### src/rtl/tdm_pkg.sv
package tdm_pkg;
  localparam int unsigned TDM_SLOTS_DEF = 32;
  localparam int unsigned TDM_BITS_DEF  = 8;
  // value sent in place of an all-zero byte: a single one at bit 1
  localparam int unsigned TDM_FILL_POS  = 1;
endpackage

### src/rtl/tdm_frame_count.sv
module tdm_frame_count #(
  parameter int unsigned SLOTS = 32,
  parameter int unsigned BITS  = 8,
  localparam int unsigned SW = $clog2(SLOTS),
  localparam int unsigned BW = $clog2(BITS),
  localparam int unsigned CW = SW + BW
) (
  input  logic          clk,
  input  logic          rst,
  output logic [SW-1:0] slot_idx,
  output logic          last_bit,
  output logic          frame_end
);
  logic [CW-1:0] cnt_q;

  assign slot_idx  = cnt_q[CW-1:BW];
  assign last_bit  = (cnt_q[BW-1:0] == BW'(BITS - 1));
  assign frame_end = (cnt_q == CW'(SLOTS * BITS - 1));

  always_ff @(posedge clk) begin
    if (rst)            cnt_q <= '0;
    else if (frame_end) cnt_q <= '0;
    else                cnt_q <= cnt_q + 1'b1;
  end
endmodule

### src/rtl/tdm_zero_fill.sv
module tdm_zero_fill
  import tdm_pkg::*;
#(
  parameter int unsigned W = 8
) (
  input  logic         fill_en,
  input  logic         valid,
  input  logic [W-1:0] data,
  output logic [W-1:0] word
);
  logic [W-1:0] raw;

  assign raw  = valid ? data : '0;
  assign word = (fill_en && (raw == '0)) ? W'(1 << TDM_FILL_POS) : raw;
endmodule

### src/rtl/tdm_shifter.sv
module tdm_shifter #(
  parameter int unsigned W = 8
) (
  input  logic         clk,
  input  logic         rst,
  input  logic         load,
  input  logic [W-1:0] din,
  output logic [W-1:0] word_q,
  output logic         sout
);
  always_ff @(posedge clk) begin
    if (rst)       word_q <= '0;
    else if (load) word_q <= din;
    else           word_q <= {word_q[W-2:0], 1'b0};
  end

  assign sout = word_q[W-1];
endmodule

### src/rtl/tdm_frame_tx.sv
module tdm_frame_tx
  import tdm_pkg::*;
#(
  parameter int unsigned SLOTS = TDM_SLOTS_DEF,
  parameter int unsigned BITS  = TDM_BITS_DEF,
  localparam int unsigned SW = $clog2(SLOTS)
) (
  input  logic          clk,
  input  logic          rst,
  input  logic          zsub_en,
  input  logic          in_valid,
  input  logic [BITS-1:0] in_data,
  output logic          in_ready,
  output logic [SW-1:0] chan_sel,
  output logic          ser_out,
  output logic          frame_sync
);
  logic [SW-1:0]   slot_idx;
  logic            last_bit;
  logic [BITS-1:0] fill_word;
  logic [BITS-1:0] sr_q;

  tdm_frame_count #(.SLOTS(SLOTS), .BITS(BITS)) u_cnt (
    .clk(clk), .rst(rst), .slot_idx(slot_idx),
    .last_bit(last_bit), .frame_end(frame_sync)
  );

  // request the byte of the slot that follows the current one
  assign chan_sel = (slot_idx == SW'(SLOTS - 1)) ? '0 : slot_idx + 1'b1;
  assign in_ready = last_bit;

  tdm_zero_fill #(.W(BITS)) u_fill (
    .fill_en(zsub_en), .valid(in_valid), .data(in_data), .word(fill_word)
  );

  tdm_shifter #(.W(BITS)) u_shift (
    .clk(clk), .rst(rst), .load(last_bit), .din(fill_word),
    .word_q(sr_q), .sout(ser_out)
  );
endmodule

### config.mk
export PLATFORM = sky130hd
export DESIGN_NAME = tdm_frame_tx
export DESIGN_NICKNAME = d
export VERILOG_FILES = /design/src/rtl/tdm_pkg.sv /design/src/rtl/tdm_frame_count.sv /design/src/rtl/tdm_zero_fill.sv /design/src/rtl/tdm_shifter.sv /design/src/rtl/tdm_frame_tx.sv
export SDC_FILE = /design/constraint.sdc
export NUM_CORES = 1
export LEC_CHECK = 0
export CAP_MARGIN = 20
export CORE_ASPECT_RATIO = 1.25
export CORE_MARGIN = 2
export CORE_UTILIZATION = 40
export CTS_BUF_LIST = sky130_fd_sc_hd__clkbuf_8 sky130_fd_sc_hd__clkbuf_16
export DETAILED_ROUTE_END_ITERATION = 16
export DONT_BUFFER_PORTS = 1
export SLEW_MARGIN = 20
export SYNTH_ARGS = -nofsm -noshare
export SYNTH_HDL_FRONTEND = slang
export SYNTH_HIERARCHICAL = 1
export SYNTH_SLANG_ARGS = --single-unit
export TNS_END_PERCENT = 10
### constraint.sdc
create_clock -name clk -period 4.22 [get_ports clk]
set_input_delay 0.633 -clock clk [delete_from_list [all_inputs] [get_ports clk]]
set_output_delay 0.633 -clock clk [all_outputs]
set_load 0.02 [all_outputs]
==> impl_metrics.ini <==
[worst_hold_path]
hold_class = input pin to register

[placement]
place_ws_ns = 2.16
dp_hpwl_mm = 1.04
io_buffer_count = 0
dpl.cell_count = 103
place_congestion = 0.809

[setup_path]
cpLargestDelayFamily = flip-flops
timing_worst_setup_path_type = register to output pin
worst_path_largest_cell_delay_ns = 0.47
end_kind = output pin
cp_common_cell = ha_1
critPathMaxFanout = 8
critPathSlowestCell = dfxtp_1
cp.required_ns = 3.59
critPathArrivalTime_ns = 1.68
path_cells = ha_1, and3_2, ha_1, nor2_1, mux2_4
rrSetupSlack_ns = 2.58
critPathBufInv = 0
start_kind = register

[clock_network]
cts_hold_buf = 0
clockBufferDepth = 2
cts_buffers = 3
clkLatencyLatePin_ns = 0.24
post_cts_resized = 0
cts_setup_buffers = 0
numClockSinks = 16
clkSlewWorstSetupHoldPaths_ns = 0.06
tritoncts = built
htree_levels = 1
cts-root-buf = clkbuf_8

[synthesis]
yosysWarnings = 6
syn_nets = 106
avgSynthCellArea_um2 = 9.06
synth_cells = 90
synthesis.area_um2 = 816

[flow_run]
drv_cap = 0

[detailed_routing]
ant_nets = 0
drc = 0
avgViaCountPerCell = 5.33
drt_wl_total_mm = 1.37
wl_per_cell_um = 12.8
vias = 570
firstDrtPassIters = 4
drt-initial-drc-count = 6

[grt]
grt_antenna_before_repair = 0
grt_use_total = 0.130
grt_pass1_wl_mm = 2.29
grt_pass1_vias = 550
grt_start_max_net_pins = 14
overflow = 0

[power]
static-leakage-power_nw = 0.318
vdd_drop_max_mv = 0.164
power.density_mw_per_mm2 = 371

[die]
fp.coreArea_mm2 = 0.00196
num_rows = 18
start_util = 0.416
fp.dieW_um = 44.4
io_pins = 20
die_h_um = 54.5
dieArea_mm2 = 0.00242

[sta]
finalCritPeriodShare = 0.549
max_freq_mhz = 432
rsz0062_at_grt = no
setup_violations = 0
worst_pin_slew_ns = 0.640
final_max_slew_viol_count = 0
finalSetupTns_ns = 0
min_period_ns = 2.32
hold_violations = 0
slew_headroom = 0.574
layout_setup_ws_ns = 1.90
finalClockSkew_ns = 0.00185

[status]
status = completed

[final_layout]
regArea_um2 = 320
fillCellCount = 201
drive_above_1_share = 0.103
stdcell_count = 107
diodes = 0
multi_input_area_um2 = 434
area_delta_synth_final_pct = 3.22
final_nets = 104
-- final cells by class --
cell class,instances,share of cell area
Multi-Input combinational cell,65,0.516
Clock buffer,4,0.0654
Tap cell,20,0.0297
Sequential cell,16,0.380
Inverter,2,0.00892
-- power breakdown --
part | switching (mW) | internal (mW)
Sequential | 0.00561 | 0.156
Clock | 0.0506 | 0.0825
Combinational | 0.00935 | 0.00863
-- worst paths after layout --
check / startpoint / end / cells past startpoint
worst max-delay path: u_cnt/cnt_q[3] / chan_sel[3] / 5
worst min-delay path: rst / u_cnt/cnt_q[5] / 1
worst max register to register: u_cnt/cnt_q[0] / u_shift/word_q[4] / 4
worst min register to register: u_shift/word_q[2] / u_shift/word_q[3] / 2
-- metrics by stage --
step           power [mW]   util  cell area, µm²  hold WS, ns
4_1_cts             0.317  0.430             842        0.444
3_3_place_gp        0.182  0.402             787        0.441
5_1_grt             0.332  0.430             842        0.435
3_5_place_dp        0.183  0.402             787        0.452
6_report            0.312  0.430             842        0.450
2_1_floorplan       0.183      -             816        0.429
-- layout by cell type (no fill, tap or decap) --
| cell | count |
|---|---|
| and3b_2 | 1 |
| a31oi_1 | 2 |
| and3_2 | 1 |
| and2_1 | 6 |
| o21bai_1 | 1 |
| mux2_4 | 1 |
| nor2_1 | 16 |
| or4b_1 | 1 |
| dfxtp_1 | 16 |
| a21oi_1 | 1 |
| or4_1 | 1 |
| xor2_1 | 2 |
| nor2b_1 | 1 |
| mux2i_1 | 8 |
| inv_1 | 2 |
| o21ai_1 | 1 |
| nand3_1 | 5 |
| nand2_1 | 4 |
| clkbuf_8 | 4 |
| and2_2 | 1 |
| o21ai_0 | 1 |
| or3_1 | 3 |
| nand3_2 | 1 |
| ha_1 | 4 |
| nand4_1 | 2 |
| xnor2_1 | 1 |
-- worst register-to-register path: stages, from the launching register on --
cell,delay [ns]
dfxtp_1,0.37
ha_1,0.24
ha_1,0.60
mux2i_1,0.27
nor2_1,0.05
-- state kept, by name, summed over array words and instances (netlist names) --
| name | flops |
|---|---|
| u_shift/word_q | 8 |
| u_cnt/cnt_q | 8 |
-- routing by layer --
metal | up-vias | part of all wire | GRT usage
met2 | 7 | 0.53 | 0.218
met4 | 0 | 0.0073 | 0.0556
li1 | 295 | - | -
met5 | - | 0 | 0
met3 | 2 | 0.043 | 0.0462
met1 | 266 | 0.42 | 0.148
No activity file was read; power rests on OpenSTA's default activity.
